### config.mk
export PLATFORM = sky130hd
export DESIGN_NAME = proto_timer
export DESIGN_NICKNAME = d
export VERILOG_FILES = /design/src/rtl/tmr_pkg.sv /design/src/rtl/tmr_prescale.sv /design/src/rtl/tmr_count.sv /design/src/rtl/tmr_rstpulse.sv /design/src/rtl/proto_timer.sv
export SDC_FILE = /design/constraint.sdc
export NUM_CORES = 1
export LEC_CHECK = 0
export BUFFER_PORTS_ARGS = -buffer_cell sky130_fd_sc_hd__buf_2
export CAP_MARGIN = 20
export CORE_ASPECT_RATIO = 1.75
export CORE_MARGIN = 2
export CORE_UTILIZATION = 42
export DETAILED_ROUTE_END_ITERATION = 8
export GPL_ROUTABILITY_DRIVEN = 0
export MAX_ROUTING_LAYER = met4
export SLEW_MARGIN = 20
export SYNTH_ARGS = -nofsm -noshare
export SYNTH_HDL_FRONTEND = slang
export SYNTH_SLANG_ARGS = --single-unit
### constraint.sdc
create_clock -name clk -period 2.95 [get_ports clk]
set_input_delay 0.1475 -clock clk [delete_from_list [all_inputs] [get_ports clk]]
set_output_delay 0.1475 -clock clk [all_outputs]
set_load 0.02 [all_outputs]
### src/rtl/tmr_pkg.sv
package tmr_pkg;
   typedef enum logic [1:0] {
      SEL_COUNT = 2'd0,
      SEL_CTRL  = 2'd1,
      SEL_STAT  = 2'd2,
      SEL_NONE  = 2'd3
   } tmr_sel_e;

   typedef struct packed {
      logic       wdog;
      logic [1:0] pre;
      logic       run;
   } tmr_ctrl_t;
endpackage

### src/rtl/tmr_prescale.sv
module tmr_prescale #(
   parameter int PRE_W   = 2,
   parameter int FIX_DIV = 1024,
   parameter int WD_DIV  = 16,
   parameter bit WD_EN   = 1'b1
) (
   input  logic             clk,
   input  logic             rst_n,
   input  logic             clr,
   input  logic             run,
   input  logic [PRE_W-1:0] pre_code,
   input  logic             wd_mode,
   output logic             tick
);
   localparam int S1_W = (1 << PRE_W) + 1;
   localparam int S2_W = $clog2(FIX_DIV);

   logic [S1_W-1:0] cnt1, lim1;
   logic [S2_W-1:0] cnt2;
   logic            p1, p2, hold;

   assign hold = clr | ~run;
   assign lim1 = (S1_W'(2) << pre_code) - S1_W'(1);
   assign p1   = run && (cnt1 >= lim1);
   assign p2   = p1 && (cnt2 == S2_W'(FIX_DIV - 1));

   always_ff @(posedge clk or negedge rst_n) begin
      if (!rst_n)       cnt1 <= '0;
      else if (hold)    cnt1 <= '0;
      else if (p1)      cnt1 <= '0;
      else              cnt1 <= cnt1 + S1_W'(1);
   end

   always_ff @(posedge clk or negedge rst_n) begin
      if (!rst_n)       cnt2 <= '0;
      else if (hold)    cnt2 <= '0;
      else if (p2)      cnt2 <= '0;
      else if (p1)      cnt2 <= cnt2 + S2_W'(1);
   end

   generate
      if (WD_EN) begin : g_wd
         localparam int S3_W = $clog2(WD_DIV);
         logic [S3_W-1:0] cnt3;
         logic            p3;
         assign p3 = p2 && (!wd_mode || (cnt3 == S3_W'(WD_DIV - 1)));
         always_ff @(posedge clk or negedge rst_n) begin
            if (!rst_n)               cnt3 <= '0;
            else if (hold || !wd_mode) cnt3 <= '0;
            else if (p3)              cnt3 <= '0;
            else if (p2)              cnt3 <= cnt3 + S3_W'(1);
         end
         assign tick = p3;
      end else begin : g_plain
         logic unused_wd;
         assign unused_wd = wd_mode;
         assign tick = p2;
      end
   endgenerate

   // every ratio is at least 2*FIX_DIV, so ticks never come back to back
   assert_tick_gap_R1: assert property (@(posedge clk) disable iff (!rst_n)
      tick |=> !tick);
   // a restart request leaves no tick in the following cycle
   assert_clr_restart_R2: assert property (@(posedge clk) disable iff (!rst_n)
      clr |=> !tick);
endmodule

### src/rtl/tmr_count.sv
module tmr_count #(
   parameter int W = 8
) (
   input  logic         clk,
   input  logic         rst_n,
   input  logic         tick,
   input  logic         ld,
   input  logic [W-1:0] ld_val,
   output logic [W-1:0] cnt,
   output logic         wrap
);
   assign wrap = tick && !ld && (cnt == '1);

   always_ff @(posedge clk or negedge rst_n) begin
      if (!rst_n)    cnt <= '0;
      else if (ld)   cnt <= ld_val;
      else if (tick) cnt <= cnt - W'(1);
   end

   assert_load_R2: assert property (@(posedge clk) disable iff (!rst_n)
      ld |=> cnt == $past(ld_val));
   assert_step_down_R3: assert property (@(posedge clk) disable iff (!rst_n)
      (tick && !ld) |=> cnt == $past(cnt) - W'(1));
   assert_wrap_value_R3: assert property (@(posedge clk) disable iff (!rst_n)
      wrap |=> cnt == {{(W-1){1'b1}}, 1'b0});
endmodule

### src/rtl/tmr_rstpulse.sv
module tmr_rstpulse #(
   parameter int CYC = 16
) (
   input  logic clk,
   input  logic rst_n,
   input  logic trig,
   output logic rst_o_n
);
   localparam int RW = $clog2(CYC + 1);
   logic [RW-1:0] left;

   always_ff @(posedge clk or negedge rst_n) begin
      if (!rst_n)              left <= '0;
      else if (trig)           left <= RW'(CYC);
      else if (left != '0)     left <= left - RW'(1);
   end

   assign rst_o_n = (left == '0);

   assert_pulse_start_R7: assert property (@(posedge clk) disable iff (!rst_n)
      trig |=> !rst_o_n);
   assert_pulse_min_R7: assert property (@(posedge clk) disable iff (!rst_n)
      $fell(rst_o_n) |=> !rst_o_n);
endmodule

### src/rtl/proto_timer.sv
module proto_timer #(
   parameter int CNT_W   = 8,
   parameter int FIX_DIV = 1024,
   parameter int WD_DIV  = 16,
   parameter int RST_CYC = 16,
   parameter bit WDOG_EN = 1'b1
) (
   input  logic             clk,
   input  logic             rst_n,
   input  logic [1:0]       reg_sel,
   input  logic             wr_en,
   input  logic [CNT_W-1:0] wr_data,
   input  logic             rd_en,
   output logic [CNT_W-1:0] rd_data,
   output logic             irq,
   output logic             wdt_rst_n
);
   import tmr_pkg::*;

   localparam logic [CNT_W-1:0] FE_VAL = {{(CNT_W-1){1'b1}}, 1'b0};

   initial begin
      assert (CNT_W >= 4)   else $error("CNT_W must hold the control fields");
      assert (FIX_DIV >= 2) else $error("FIX_DIV must be at least 2");
      assert (WD_DIV >= 2)  else $error("WD_DIV must be at least 2");
      assert (RST_CYC >= 2) else $error("RST_CYC must be at least 2");
   end

   tmr_ctrl_t        ctrl_q;
   logic             stat_q, armed_q;
   logic [CNT_W-1:0] cnt;
   logic             tick, wrap, ld, fe_block;
   logic             wr_cnt, wr_ctl, wr_stat, rd_stat;

   assign wr_cnt   = wr_en && (reg_sel == SEL_COUNT);
   assign wr_ctl   = wr_en && (reg_sel == SEL_CTRL);
   assign wr_stat  = wr_en && (reg_sel == SEL_STAT);
   assign rd_stat  = rd_en && (reg_sel == SEL_STAT);
   assign fe_block = ctrl_q.wdog && (wr_data == FE_VAL);
   assign ld       = wr_cnt && !fe_block;

   always_ff @(posedge clk or negedge rst_n) begin
      if (!rst_n) begin
         ctrl_q <= '0;
      end else if (wr_ctl) begin
         ctrl_q.run  <= wr_data[0];
         ctrl_q.pre  <= wr_data[2:1];
         ctrl_q.wdog <= WDOG_EN ? wr_data[3] : 1'b0;
      end
   end

   tmr_prescale #(.PRE_W(2), .FIX_DIV(FIX_DIV), .WD_DIV(WD_DIV), .WD_EN(WDOG_EN)) u_pre (
      .clk(clk), .rst_n(rst_n), .clr(ld), .run(ctrl_q.run),
      .pre_code(ctrl_q.pre), .wd_mode(ctrl_q.wdog), .tick(tick));

   tmr_count #(.W(CNT_W)) u_cnt (
      .clk(clk), .rst_n(rst_n), .tick(tick), .ld(ld), .ld_val(wr_data),
      .cnt(cnt), .wrap(wrap));

   // sticky status with read-while-set before clear
   always_ff @(posedge clk or negedge rst_n) begin
      if (!rst_n) begin
         stat_q  <= 1'b0;
         armed_q <= 1'b0;
      end else if (wr_stat && wr_data[0] && armed_q) begin
         stat_q  <= 1'b0;
         armed_q <= 1'b0;
      end else if (!stat_q) begin
         stat_q  <= wrap;
         armed_q <= 1'b0;
      end else if (rd_stat) begin
         armed_q <= 1'b1;
      end
   end

   assign irq = stat_q && ctrl_q.run;

   generate
      if (WDOG_EN) begin : g_wdog
         tmr_rstpulse #(.CYC(RST_CYC)) u_rst (
            .clk(clk), .rst_n(rst_n), .trig(wrap && ctrl_q.wdog), .rst_o_n(wdt_rst_n));
      end else begin : g_nowdog
         assign wdt_rst_n = 1'b1;
      end
   endgenerate

   always_comb begin
      unique case (reg_sel)
         SEL_COUNT: rd_data = cnt;
         SEL_CTRL:  rd_data = CNT_W'(ctrl_q);
         SEL_STAT:  rd_data = CNT_W'(stat_q);
         default:   rd_data = '0;
      endcase
   end

   assert_clear_needs_read_R4: assert property (@(posedge clk) disable iff (!rst_n)
      (stat_q && !armed_q) |=> stat_q);
   assert_hold_when_off_R5: assert property (@(posedge clk) disable iff (!rst_n)
      (!ctrl_q.run && !ld) |=> $stable(cnt));
   assert_fe_ignored_R8: assert property (@(posedge clk) disable iff (!rst_n)
      (wr_cnt && fe_block && !tick) |=> $stable(cnt));
   assert_status_sets_R3: assert property (@(posedge clk) disable iff (!rst_n)
      wrap |=> stat_q);
endmodule

==> Yosys cells after proc, flatten, opt, wreduce, memory -nomap -nowiden <==
Cells that the tools add are included.
{ "classes": {"eq_ne": 7, "bitwise": 2, "reduce_logical": 27, "n_mux": 18, "order_cmp": 1, "shifts": 1, "n_addsub": 6} }
{ "op_table": {"columns": ["operator", "n"], "rows": [
  ["10-bit two-way mux", 3],
  ["8-bit one-hot mux with 3 select lines", 1],
  ["5-bit two-way mux", 4],
  ["8-bit == test, second input constant", 2],
  ["8-bit two-way mux", 2],
  ["1-bit logical AND", 15],
  ["4-bit two-way mux", 3],
  ["10-bit by 1-bit adder with 10-bit output, second input constant", 1],
  ["10-bit == test, second input constant", 1],
  ["8-bit by 1-bit subtractor with 8-bit output, second input constant", 1],
  ["3-bit nonzero test", 2],
  ["5-bit by 1-bit adder with 5-bit output, second input constant", 1],
  ["5-bit >= comparator", 1],
  ["5-bit zero test", 1],
  ["1-bit two-way mux", 5],
  ["5-bit nonzero test", 1],
  ["2-bit by 2-bit << shifter with 5-bit output, first input constant", 1],
  ["5-bit by 1-bit subtractor with 5-bit output, second input constant", 1],
  ["5-bit by 2-bit subtractor with 5-bit output, second input constant", 1],
  ["4-bit by 1-bit adder with 4-bit output, second input constant", 1],
  ["4-bit == test, second input constant", 1],
  ["2-bit nonzero test", 2],
  ["1-bit zero test", 3],
  ["3-bit by 1-bit != test with 1-bit output, second input constant", 1],
  ["6 further kinds", 7]
]} }
{ "word_totals": {"wordCells": 72, "ff_bits": 38, "out_inout_bits": 10} }

==> Longest topological paths before layout <==
Gate-level depths: netlist (run 1).
{ "depth": {"depth_word": 10, "mapped_depth": 9, "depth_no_buf": 7} }

==> Modules after synthesis <==
A second synthesis (run 1) with hierarchy kept.
{ "unflattened": {"cells_unflattened": 231, "hier_area_um2": 2212.1} }
{ "modules_own_cells": {"columns": ["mod", "cells_per_inst", "area_each_um2", "instances"], "rows": [
  ["tmr_prescale", 115, 1083.5, 1],
  ["tmr_count", 51, 457.9, 1],
  ["proto_timer", 39, 415.4, 1],
  ["tmr_rstpulse", 26, 255.2, 1]
]} }

==> Worst setup path after synthesis (run 1) <==
No wires, ideal clock.
{ "synth_path": {"kind": "reg2reg", "start": "register ctrl_q[2] in the netlist's numbering", "end": "register u_pre.g_wd.cnt3[3]", "stages_incl_launch_ff": 8, "t_required_ns": 2.872, "setup_time_ns": 0.078, "path_buffers": 0, "setup_slack_ns": 1.017, "t_arrival_ns": 1.856, "cell_sequence": "dfrtp_1 nand2_1 ha_1 o211ai_1 o21ai_2 nand3_4 or4_1 a21oi_1"} }
{ "synth_via": {"elab_chain_len": 8, "word_cells_on_any_way": 9, "cone_classes": "1 x add/sub; 1 x order compare; 1 x shift; 2 x mux; 4 x reduce/logical"} }
{ "synth_lines": {"columns": ["item", "line", "text"], "rows": [
  ["start: declaration", "proto_timer.sv:29", "tmr_ctrl_t ctrl_q;"],
  ["2-bit by 2-bit << shifter with 5-bit output (*)", "tmr_prescale.sv:23", "assign lim1 = (S1_W'(2) << pre_code) - S1_W'(1);"],
  ["5-bit by 2-bit subtractor with 5-bit output (*)", "tmr_prescale.sv:23", null],
  ["5-bit >= comparator (*)", "tmr_prescale.sv:24", "assign p1 = run && (cnt1 >= lim1);"],
  ["1-bit logical AND (*)", "tmr_prescale.sv:24", null],
  ["1-bit logical AND (*)", "tmr_prescale.sv:25", "assign p2 = p1 && (cnt2 == S2_W'(FIX_DIV - 1));"],
  ["1-bit logical AND", "tmr_prescale.sv:46", "assign p3 = p2 && (!wd_mode || (cnt3 == S3_W'(WD_DIV - 1)));"],
  ["4-bit two-way mux", "tmr_prescale.sv:50", "else if (p3) cnt3 <= '0;"],
  ["4-bit two-way mux", "tmr_prescale.sv:49", "else if (hold || !wd_mode) cnt3 <= '0;"],
  ["end signal: assignment", "tmr_prescale.sv:51", "else if (p2) cnt3 <= cnt3 + S3_W'(1);"],
  ["end: declaration", "tmr_prescale.sv:44", "logic [S3_W-1:0] cnt3;"]
]} }
Mark *: on every way between the ends. The rest lies on a longest branch, timed or not.
A chain may end at the register's enable or synchronous reset.

==> Final worst setup path (run 1) <==
{ "layout_path": {"start": "register ctrl_q[2] in the netlist's numbering", "end": "register u_pre.cnt2[0]"} }
{ "layout_via": {"elab_chain_len": 7, "word_cells_on_any_way": 8, "cone_classes": "1 x add/sub; 1 x order compare; 1 x shift; 2 x mux; 3 x reduce/logical"} }
{ "layout_lines": {"columns": ["item", "line", "text"], "rows": [
  ["2-bit by 2-bit << shifter with 5-bit output (*)", "tmr_prescale.sv:23", null],
  ["5-bit by 2-bit subtractor with 5-bit output (*)", "tmr_prescale.sv:23", null],
  ["5-bit >= comparator (*)", "tmr_prescale.sv:24", null],
  ["1-bit logical AND (*)", "tmr_prescale.sv:24", null],
  ["1-bit logical AND", "tmr_prescale.sv:25", null],
  ["10-bit two-way mux", "tmr_prescale.sv:37", "else if (p2) cnt2 <= '0;"],
  ["10-bit two-way mux", "tmr_prescale.sv:36", "else if (hold) cnt2 <= '0;"],
  ["end signal: assignment", "tmr_prescale.sv:38", "else if (p1) cnt2 <= cnt2 + S2_W'(1);"],
  ["end: declaration", "tmr_prescale.sv:19", "logic [S2_W-1:0] cnt2;"]
]} }
Marks and branches as above.

==> results.md, run 1 <==
- Routed met2 length: about 2.5 mm
- Mean Syn Cell Area: 9.75 sq um
- HP Class: input port to register
- Post-route cell area: about 2600 sq um
- Synth Warn #: 0
- Number of global-route vias before repair: 1,802
- Share of layout cells above drive strength 1: roughly a fifth
- Psw: 0.000390 W
- Slew Limit Fails: 0
- Top Metal Used: met4
- Pre-CTS WS: about 0.68 ns
- Core area: around 5300 sq um
- Clock power share: approximately 34%
- Commonest non-fill, non-tap cell in the layout: dfrtp_1
- Routed wire length: about 4.7 mm
- Worst vdd ir: 397 uV
- Critical path fanouts, max: 16
- Post-Syn Area: about 2300 sq um
- Fin util: 49.4%
- Worst path arrival time: 2.45 ns
- Die area: between 6000 and 7000 sq um
- Initial Util: between 40 and 50%
- Comb pwr share: 18.3%
- Clock slew seen by the registers of the worst setup and hold paths: ~0.080 ns
- Ys async rst share: 100%
- Worst-skew pair later-pin latency: 0.29 ns
- Die span in x: 60.1 um
- Sink Count: 38
- Cell variety after synth: 46
- CP required: roughly 3.2 ns
- CTS buffer count: 5
- Least-Margin Pin Slew: around 0.84 ns
- Internal: between 0.0009 and 0.001 W
- Rows: 35
- Fmax: about 0.44 GHz
- Switching Share: around 30%
- Register area share after synthesis: between 40% and 50%
- DRC viols: 0
- Fillers: between 500 and 600
- Wire length on met1: about 1.9 mm
- Grt total ovfl: 0
- Fin Setup TNS: 0 ns
- Layout area overhead: 13.3%
- Crit Path Class: register to register
- Mapped Nets: 262
- Most frequent cells in the layout: dfrtp_1 (38), nor2_1 (37), buf_2 (23)
- Outcome: finished clean
- Gr usage total: 17.8%
- Met3 Wirelength: between 100 and 150 um
- Antenna Cells: 0
- Total iterations of the first detailed-routing run: 5
- Port Buffers: 23
- Root buf cell: clkbuf_8
- Post-layout min period: around 2.3 ns
- Endpoints failing setup: 0
- Multi-input logic area: between 1000 and 1500 sq um
- Reg power frac: roughly 48%
- Yosys reg bits: 38
- Initial antenna violation count: 0
- Syn Inst Count: roughly 240
- TritonCTS clock tree: built
- First-pass GRT wire length: ~8.1 mm
- Starting DRT DRC Count: 92
- Post-DP HPWL: between 3 and 4 mm
- DP Area: between 2000 and 2500 sq um
- Largest net degree at the start of global routing: 39
- Setup Skew: around 0.0071 ns
- Final-stage net count: 289
- Clock buffer depth: 2
- Number of enable flip-flop cells after synthesis: 0
- IO Count: 24
- Hold Vio Cnt, Final: 0
- Max Cap Viol: 0
- Post-CTS Setup Bufs: 0
- Total number of vias: 1,771
- CP startpoint kind: register
- Leak: 1.13 nW
- FF+latch area: 951 sq um
- Chip height: between 100 and 150 um
- PnR Total Power: between 0.001 and 0.0015 W
- Final ANT Viol Nets: 0
- Setup ws final: roughly 0.69 ns
- Number of vias per cell: 5.22
- Ys flop type: dfrtp_1
- Unrepaired setup endpoints after global routing: false
- Final Cycle Share: approximately three quarters
- Critical Path Sink Type: register
- Pwr dens: approximately 490 nW/um^2
- Drt wl/cell: between 10 and 15 um
- Worst slew margin: about 44%
- H-tree depth: 2
-- logic make-up (layout without fill, tap and decap cells) --
| logic type | Yosys count | after routing | share of synthesized area (%) |
|---|---|---|---|
| muxes | 8 | 8 | 3.68 |
| buffers and inverters | 12 | 40 | 2.44 |
| adders and majority gates | 11 | 11 | 5.96 |
| xor gates and xnor gates | 22 | 22 | 8.34 |
| other | 1 | 1 | 0.162 |
| AOI/OAI and AO/OA | 37 | 37 | 11.9 |
| and+or+nand+nor | 108 | 108 | 26.4 |
| DFF | 38 | 38 | 41.1 |
-- sequential cells by signal, summed over array words and instances, names as in the netlist --
signal,count
g_wdog.u_rst.left,5
ctrl_q,4
u_cnt.cnt,8
u_pre.g_wd.cnt3,4
u_pre.cnt2,10
u_pre.cnt1,5
stat_q,1
armed_q,1
-- worst max-delay path, cell delays in order, from the launching register on --
cell	delay [ns]
dfrtp_1	0.42
nor2_1	0.12
ha_1	0.23
a211oi_1	0.31
o21a_1	0.55
nand2_1	0.26
a211oi_1	0.27
-- cell usage after synthesis (3+ instances only) --
| master | instances | share of area (%) |
|---|---|---|
| a21oi_1 | 18 | 3.9 |
| nand4_1 | 6 | 1.6 |
| and3_1 | 4 | 1.1 |
| and2_1 | 7 | 1.9 |
| nor3_1 | 3 | 0.65 |
| nand3_1 | 9 | 1.9 |
| mux2_2 | 4 | 1.9 |
| nor4_1 | 5 | 1.4 |
| inv_1 | 6 | 0.97 |
| nor2_1 | 37 | 6.0 |
| or3_1 | 3 | 0.81 |
| nand2_1 | 17 | 2.8 |
| xnor2_1 | 15 | 5.7 |
| xor2_1 | 7 | 2.7 |
| o21ai_0 | 4 | 0.87 |
| dfrtp_1 | 38 | 41 |
| mux2i_1 | 4 | 1.7 |
| ha_1 | 11 | 6.0 |
| buf_2 | 3 | 0.65 |
-- area by class of cell --
cell class,instances,area share (%)
inverter,6,0.860
multi-input combinational,187,49.8
clock buffer,5,2.63
timing repair buffer,26,5.35
sequential,38,36.3
tap,74,3.54
clock inverter,3,1.53
-- metrics by stage --
step / hold slack (ns) / cells
2_1_floorplan: -0.148 / 237
3_3_place_gp: 0.312 / 330
3_5_place_dp: 0.315 / 330
4_1_cts: 0.123 / 339
5_1_grt: 0.130 / 339
6_report: 0.132 / 339
-- what timing repair did --
item,in CTS,in global routing
hold endpoints to repair,9,0
gates resized for setup,0,0
hold buffers,1,0
-- power groups by stage --
stage | clock network (W) | registers, W | logic [W]
after floorplan | 0 | 0.000605 | 0.000181
after global placement | 0 | 0.000628 | 0.000232
after detailed placement | 0 | 0.000630 | 0.000238
after CTS | 0.000448 | 0.000620 | 0.000240
after global routing | 0.000478 | 0.000628 | 0.000270
final | 0.000436 | 0.000619 | 0.000237
-- routing by layer --
metal | GRT usage, % | vias up
met4 | 8.21 | 0
met5 | - | -
met2 | 30.6 | 29
met1 | 19.4 | 836
li1 | - | 896
met3 | 3.16 | 10
-- final timing paths --
| check | from | to | slack (ns) | cells after the start |
|---|---|---|---|---|
| worst max-delay path | ctrl_q[2]$_DFFE_PN0P_ | u_pre.cnt2[0]$_DFFE_PN0P_ | 0.69 | 6 |
| worst min-delay path | wr_data[3] | ctrl_q[3]$_DFFE_PN0P_ | 0.13 | 2 |
| worst max register to register | ctrl_q[2]$_DFFE_PN0P_ | u_pre.cnt2[0]$_DFFE_PN0P_ | 0.69 | 6 |
| worst min register to register | u_pre.cnt1[0]$_DFF_PN0_ | u_pre.cnt1[0]$_DFF_PN0_ | 0.49 | 1 |
| max in group asynchronous | rst_n | u_pre.g_wd.cnt3[3]$_DFFE_PN0P_ | 1.91 | 2 |
| min in group asynchronous | rst_n | armed_q$_DFFE_PN0P_ | 0.49 | 2 |
No activity file was read; power rests on OpenSTA's default activity.
==> inputs of run 2 (changes only) <==
==> constraint.sdc (replaced) <==
create_clock -name clk -period 2.3 [get_ports clk]
set_input_delay 0.115 -clock clk [delete_from_list [all_inputs] [get_ports clk]]
set_output_delay 0.115 -clock clk [all_outputs]
set_load 0.02 [all_outputs]
==> results.md, run 2 (synthesis gave the netlist of run 1 again) <==
- Total iterations of the first detailed-routing run: 4 (was 5)
- CTS buffer count: 5 (unchanged)
- TritonCTS clock tree: built (unchanged)
- Chip height: 102 um (unchanged)
- Die area: 6130 sq um (unchanged)
- Crit Path Class: register to register (unchanged)
- Critical Path Sink Type: register (unchanged)
- Post-DP HPWL: 3.55 mm (was 3.60 mm)
- Worst path arrival time: 2.18 ns (was 2.45 ns)
- H-tree depth: 2 (unchanged)
- Fmax: 0.498 GHz (was 0.443 GHz)
- Die span in x: 60.1 um (unchanged)
- Gr usage total: 17.4% (was 17.8%)
- Final Cycle Share: 87.3% (was 76.5%)
- Routed wire length: 4.70 mm (about the same)
- Root buf cell: clkbuf_8 (unchanged)
- IO Count: 24 (unchanged)
- Worst-skew pair later-pin latency: 0.29 ns (about the same)
- Reg-to-Reg Start: ctrl_q[2]$_DFFE_PN0P_ (unchanged)
- Initial antenna violation count: 0 (unchanged)
- Number of global-route vias before repair: 1,799 (was 1,802)
- Comb pwr share: 19.0% (was 18.3%)
- Reg2reg end: u_cnt.cnt[3]$_DFFE_PN0P_ (was u_pre.cnt2[0]$_DFFE_PN0P_)
- Max Cap Viol: 0 (unchanged)
- Core area: 5300 sq um (unchanged)
- Commonest non-fill, non-tap cell in the layout: dfrtp_1 (unchanged)
- Clock buffer depth: 2 (unchanged)
- Drt wl/cell: 13.8 um (was 13.9 um)
- Reg power frac: 50.3% (was 47.9%)
- Unrepaired setup endpoints after global routing: false (unchanged)
- Top reg by flops: u_pre.cnt2 (unchanged)
- Rows: 35 (unchanged)
- Post-layout min period: 2.01 ns (was 2.26 ns)
- Worst slew margin: 41.7% (was 43.8%)
- Number of vias per cell: 5.25 (was 5.22)
- Grt total ovfl: 0 (unchanged)
- Hold_sp: wr_data[6] (was wr_data[3])
- Fin util: 49.3% (was 49.4%)
- Internal: 0.00108 W (was 0.000902 W)
- Least-Margin Pin Slew: 0.875 ns (was 0.843 ns)
- Critical path fanouts, max: 19 (was 16)
- Leak: 1.12 nW (was 1.13 nW)
- Fin Setup TNS: 0 ns (unchanged)
- Antenna Cells: 0 (unchanged)
- Pwr dens: 604 nW/um^2 (was 493 nW/um^2)
- Worst-case reg-to-reg path depth: 8 (was 6)
- Outcome: finished clean (unchanged)
- Flop2flop setup slack: 0.29 ns (was 0.69 ns)
- FF+latch area: 951 sq um (unchanged)
- Switching Share: 31.6% (was 30.2%)
- CP Capture Point: u_cnt.cnt[3]$_DFFE_PN0P_ (was u_pre.cnt2[0]$_DFFE_PN0P_)
- First-pass GRT wire length: 7.86 mm (was 8.13 mm)
- Setup Skew: 0.0110 ns (was 0.00712 ns)
- Hold Vio Cnt, Final: 0 (unchanged)
- Final ANT Viol Nets: 0 (unchanged)
- Crit. Startpoint: ctrl_q[2]$_DFFE_PN0P_ (unchanged)
- Worst vdd ir: 404 uV (was 397 uV)
- Fillers: 495 (was 512)
- Psw: 0.000498 W (was 0.000390 W)
- Layout area overhead: 13.0% (was 13.3%)
- Post_cts resized: 0 (unchanged)
- Clock slew seen by the registers of the worst setup and hold paths: 0.08 ns (about the same)
- Clock power share: 30.7% (was 33.8%)
- Share of layout cells above drive strength 1: 20.7% (was 20.4%)
- HP Class: input port to register (unchanged)
- Biggest regs: u_pre.cnt2 (10), u_cnt.cnt (8) (unchanged)
- DRC viols: 0 (unchanged)
- Port Buffers: 23 (unchanged)
- Initial Util: 43.6% (unchanged)
- Post-Layout Cell Count: 340 (was 339)
- Most frequent cells in the layout: dfrtp_1 (38), nor2_1 (37), buf_2 (23) (unchanged)
- CP startpoint kind: register (unchanged)
- CP required: 2.47 ns (was 3.15 ns)
- Endpoints failing setup: 0 (unchanged)
- Sink Count: 38 (unchanged)
- Total number of vias: 1,785 (was 1,771)
- Inst Count DP: 331 (was 330)
- PnR Total Power: 0.00158 W (was 0.00129 W)
- Max FFs per register: 10 (unchanged)
- Final-stage net count: 290 (was 289)
- Largest net degree at the start of global routing: 39 (unchanged)
- Multi-input logic area: 1300 sq um (unchanged)
- Slew Limit Fails: 0 (unchanged)
- Starting DRT DRC Count: 80 (was 92)
-- run 2: worst max-delay path: stages, from the launching register on --
cell and delay, ns:
dfrtp_1 0.41, nand2_1 0.07, ha_1 0.27, o211ai_1 0.12
o21a_1 0.21, buf_4 0.20, nor4_1 0.36, xnor2_1 0.16
a21oi_1 0.09
-- run 2: power groups by stage --
stage | clock [W] | combinational, W | sequential, W
global route | 0.000532 | 0.000342 | 0.000803
global placement | 0 | 0.000302 | 0.000808
floorplan | 0 | 0.000232 | 0.000776
CTS | 0.000503 | 0.000306 | 0.000795
finish | 0.000484 | 0.000300 | 0.000794
detailed placement | 0 | 0.000305 | 0.000809
-- run 2: how the worst min path moves through the flow --
| stage | endpoint | cells past startpoint |
|---|---|---|
| 3_3_place_gp | armed_q$_DFFE_PN0P_ | 1 |
| 4_1_cts | u_cnt.cnt[6]$_DFFE_PN0P_ | 3 |
| 6_report | u_cnt.cnt[6]$_DFFE_PN0P_ | 3 |
| 2_1_floorplan | armed_q$_DFFE_PN0P_ | 0 |
| 3_5_place_dp | ctrl_q[0]$_DFFE_PN0P_ | 1 |
| 5_1_grt | ctrl_q[1]$_DFFE_PN0P_ | 2 |
-- run 2: through the flow --
stage | hold WS, ns | instance area, sq um | setup slack, ns
after floorplan | -0.181 | 2310 | 0.367
after global placement | 0.288 | 2510 | 0.311
after detailed placement | 0.283 | 2510 | 0.272
after CTS | 0.0764 | 2610 | 0.276
after global routing | 0.107 | 2610 | 0.110
final | 0.0825 | 2610 | 0.292
-- run 2: area by class of cell --
class | instances | area share (%)
clock inverter | 2 | 0.479
clock buffer | 6 | 3.16
sequential | 38 | 36.4
tap | 74 | 3.54
timing repair buffer | 27 | 5.65
inverter | 6 | 0.862
multi-input combinational | 187 | 49.9
-- run 2: per-layer routing --
layer | wire [um] | GRT usage, % | vias up
met1 | 1920 | 18.1 | 862
met2 | 2580 | 31.6 | 25
met4 | 111 | 7.18 | 0
met3 | 88 | 2.66 | 7
met5 | 0 | - | -
li1 | - | - | 891
-- run 2: timing repair --
item	CTS	global route
setup buffers	0	0
hold buffers	1	0
hold endpoints to repair	38	0
==> inputs of run 3 (changes only) <==
--- a/config.mk
+++ b/config.mk
@@ -5,12 +5,12 @@
 export SDC_FILE = /design/constraint.sdc
 export NUM_CORES = 1
 export LEC_CHECK = 0
-export BUFFER_PORTS_ARGS = -buffer_cell sky130_fd_sc_hd__buf_2
 export CAP_MARGIN = 20
 export CORE_ASPECT_RATIO = 1.75
 export CORE_MARGIN = 2
 export CORE_UTILIZATION = 42
 export DETAILED_ROUTE_END_ITERATION = 8
+export DONT_BUFFER_PORTS = 1
 export GPL_ROUTABILITY_DRIVEN = 0
 export MAX_ROUTING_LAYER = met4
 export SLEW_MARGIN = 20
==> results.md, run 3 (synthesis gave the netlist of run 1 again) <==
- Outcome: finished clean (unchanged)
- Number of vias per cell: 5.27 (was 5.25)
- Reg-to-Reg Start: ctrl_q[2]$_DFFE_PN0P_ (unchanged)
- Clock buffer depth: 2 (unchanged)
- Pre-CTS WS: 0.265 ns (was 0.272 ns)
- CTS buffer count: 5 (unchanged)
- First-pass GRT wire length: 8.21 mm (was 7.86 mm)
- Post-route cell area: 2650 sq um (was 2610 sq um)
- Root buf cell: clkbuf_8 (unchanged)
- Hold_sp: wr_en (was wr_data[6])
- Max FFs per register: 10 (unchanged)
- Least-Margin Pin Slew: 0.629 ns (was 0.875 ns)
- TritonCTS clock tree: built (unchanged)
- Clock slew seen by the registers of the worst setup and hold paths: 0.08 ns (about the same)
- Sink Count: 38 (unchanged)
- Crit Path Class: register to register (unchanged)
- Post-DP HPWL: 3.65 mm (was 3.55 mm)
- Total iterations of the first detailed-routing run: 3 (was 4)
- Share of layout cells above drive strength 1: 13.4% (was 20.7%)
- Worst-case reg-to-reg path depth: 8 (unchanged)
- PnR Total Power: 0.00179 W (was 0.00158 W)
- Slew Limit Fails: 0 (unchanged)
- Routed wire length: 4.90 mm (was 4.70 mm)
- Hold WS: 0.0263 ns (was 0.0825 ns)
- Rows: 35 (unchanged)
- Chip height: 102 um (unchanged)
- Post_cts resized: 0 (unchanged)
- Drt wl/cell: 15.0 um (was 13.8 um)
- Fin Setup TNS: 0 ns (unchanged)
- Total number of vias: 1,722 (was 1,785)
- Antenna Cells: 0 (unchanged)
- Commonest non-fill, non-tap cell in the layout: dfrtp_1 (unchanged)
- Final Cycle Share: 88.5% (was 87.3%)
- Core area: 5300 sq um (unchanged)
- CP startpoint kind: register (unchanged)
- Max Cap Viol: 0 (unchanged)
- Fillers: 496 (was 495)
- Die area: 6130 sq um (unchanged)
- Setup ws final: 0.265 ns (was 0.292 ns)
- Final ANT Viol Nets: 0 (unchanged)
- Hold depth: 2 (was 3)
- DRC viols: 0 (unchanged)
- Post-layout min period: 2.03 ns (was 2.01 ns)
- Critical path fanouts, max: 19 (unchanged)
- Flop2flop setup slack: 0.27 ns (was 0.29 ns)
- Worst-skew pair later-pin latency: 0.29 ns (about the same)
- Fmax: 0.491 GHz (was 0.498 GHz)
- Worst Hold Path EP: stat_q$_DFF_PN0_ (was u_cnt.cnt[6]$_DFFE_PN0P_)
- Endpoints failing setup: 0 (unchanged)
- Most frequent cells in the layout: dfrtp_1 (38), nor2_1 (37), a21oi_1 (18) (was dfrtp_1 (38), nor2_1 (37), buf_2 (23))
- IO Count: 24 (unchanged)
- Layout area overhead: 14.8% (was 13.0%)
- CP required: 2.48 ns (was 2.47 ns)
- Unrepaired setup endpoints after global routing: false (unchanged)
- Initial antenna violation count: 0 (unchanged)
- Number of global-route vias before repair: 1,833 (was 1,799)
- HP Class: input port to register (unchanged)
- Pwr dens: 675 nW/um^2 (was 604 nW/um^2)
- Worst vdd ir: 331 uV (was 404 uV)
- Initial Util: 43.6% (unchanged)
- Largest net degree at the start of global routing: 39 (unchanged)
- Hold Buf Count CTS: 10 (was 1)
- Post-CTS Setup Bufs: 0 (unchanged)
- Starting DRT DRC Count: 80 (unchanged)
- Worst slew margin: 57.6% (was 41.7%)
- Critical Path Sink Type: register (unchanged)
- Hold Vio Cnt, Final: 0 (unchanged)
- Reg2reg end: u_cnt.cnt[3]$_DFFE_PN0P_ (unchanged)
- Grt total ovfl: 0 (unchanged)
- Die span in x: 60.1 um (unchanged)
- Gr usage total: 18.2% (was 17.4%)
- Setup Skew: 0.00595 ns (was 0.0110 ns)
- Final-stage net count: 277 (was 290)
- Top reg by flops: u_pre.cnt2 (unchanged)
- Biggest regs: u_pre.cnt2 (10), u_cnt.cnt (8) (unchanged)
- Port Buffers: 0 (was 23)
- Leak: 1.10 nW (was 1.12 nW)
- H-tree depth: 2 (unchanged)
- Worst path arrival time: 2.21 ns (was 2.18 ns)
- DP Area: 2400 sq um (was 2510 sq um)
==> run 3: changes by cell type in the layout (fill, tap and decap cells not counted) <==
cell	delta
buf_12	+1
buf_2	-23
buf_4	+1
bufinv_16	+2
clkinv_2	-1
clkinvlp_4	-1
dlygate4sd3_1	+8
==> run 3: worst max-delay path, cell delays in order, from the launching register on <==
cell and delay [ns]:
dfrtp_1 0.42, nand2_1 0.08, ha_1 0.27, o211ai_1 0.12, o21a_1 0.20, buf_4 0.20
nor4_1 0.38, xnor2_1 0.16, a21oi_1 0.08
==> run 3: final cells by class <==
type	count	area, sq um	area share [%]
inverter	6	22.5	0.849
timing repair buffer	14	140	5.28
sequential	38	951	35.8
multi-input combinational	187	1300	49.2
tap	74	92.6	3.49
clock buffer	6	82.6	3.11
clock inverter	2	60.1	2.26
==> run 3: power breakdown <==
group          total, W  leakage, nW  internal (W)  switching (W)
Clock          0.000706       0.0714      0.000463       0.000244
Sequential     0.000795        0.497      0.000717      0.0000778
Combinational  0.000289        0.529      0.000117       0.000172
Total           0.00179         1.10       0.00130       0.000493
==> run 3: worst max-delay path by stage <==
stage,from,end,cells after the start
floorplan,ctrl_q[2]$_DFFE_PN0P_,u_pre.g_wd.cnt3[3]$_DFFE_PN0P_,7
global placement,ctrl_q[2]$_DFFE_PN0P_,u_cnt.cnt[6]$_DFFE_PN0P_,8
detailed placement,ctrl_q[2]$_DFFE_PN0P_,u_cnt.cnt[3]$_DFFE_PN0P_,8
CTS,ctrl_q[2]$_DFFE_PN0P_,u_cnt.cnt[3]$_DFFE_PN0P_,8
global route,ctrl_q[2]$_DFFE_PN0P_,u_pre.cnt2[0]$_DFFE_PN0P_,7
finish,ctrl_q[2]$_DFFE_PN0P_,u_cnt.cnt[3]$_DFFE_PN0P_,8
==> run 3: per-layer routing <==
layer	global-route usage, %	part of all wire (%)
met5	-	0
met4	8.72	2.8
met3	2.78	2.6
met2	33.5	56
met1	17.7	38
==> run 3: metrics by stage <==
step	std cells	util [%]
2_1_floorplan	237	-
5_1_grt	327	50.1
4_1_cts	327	50.1
6_report	327	50.1
3_3_place_gp	309	45.3
3_5_place_dp	309	45.3
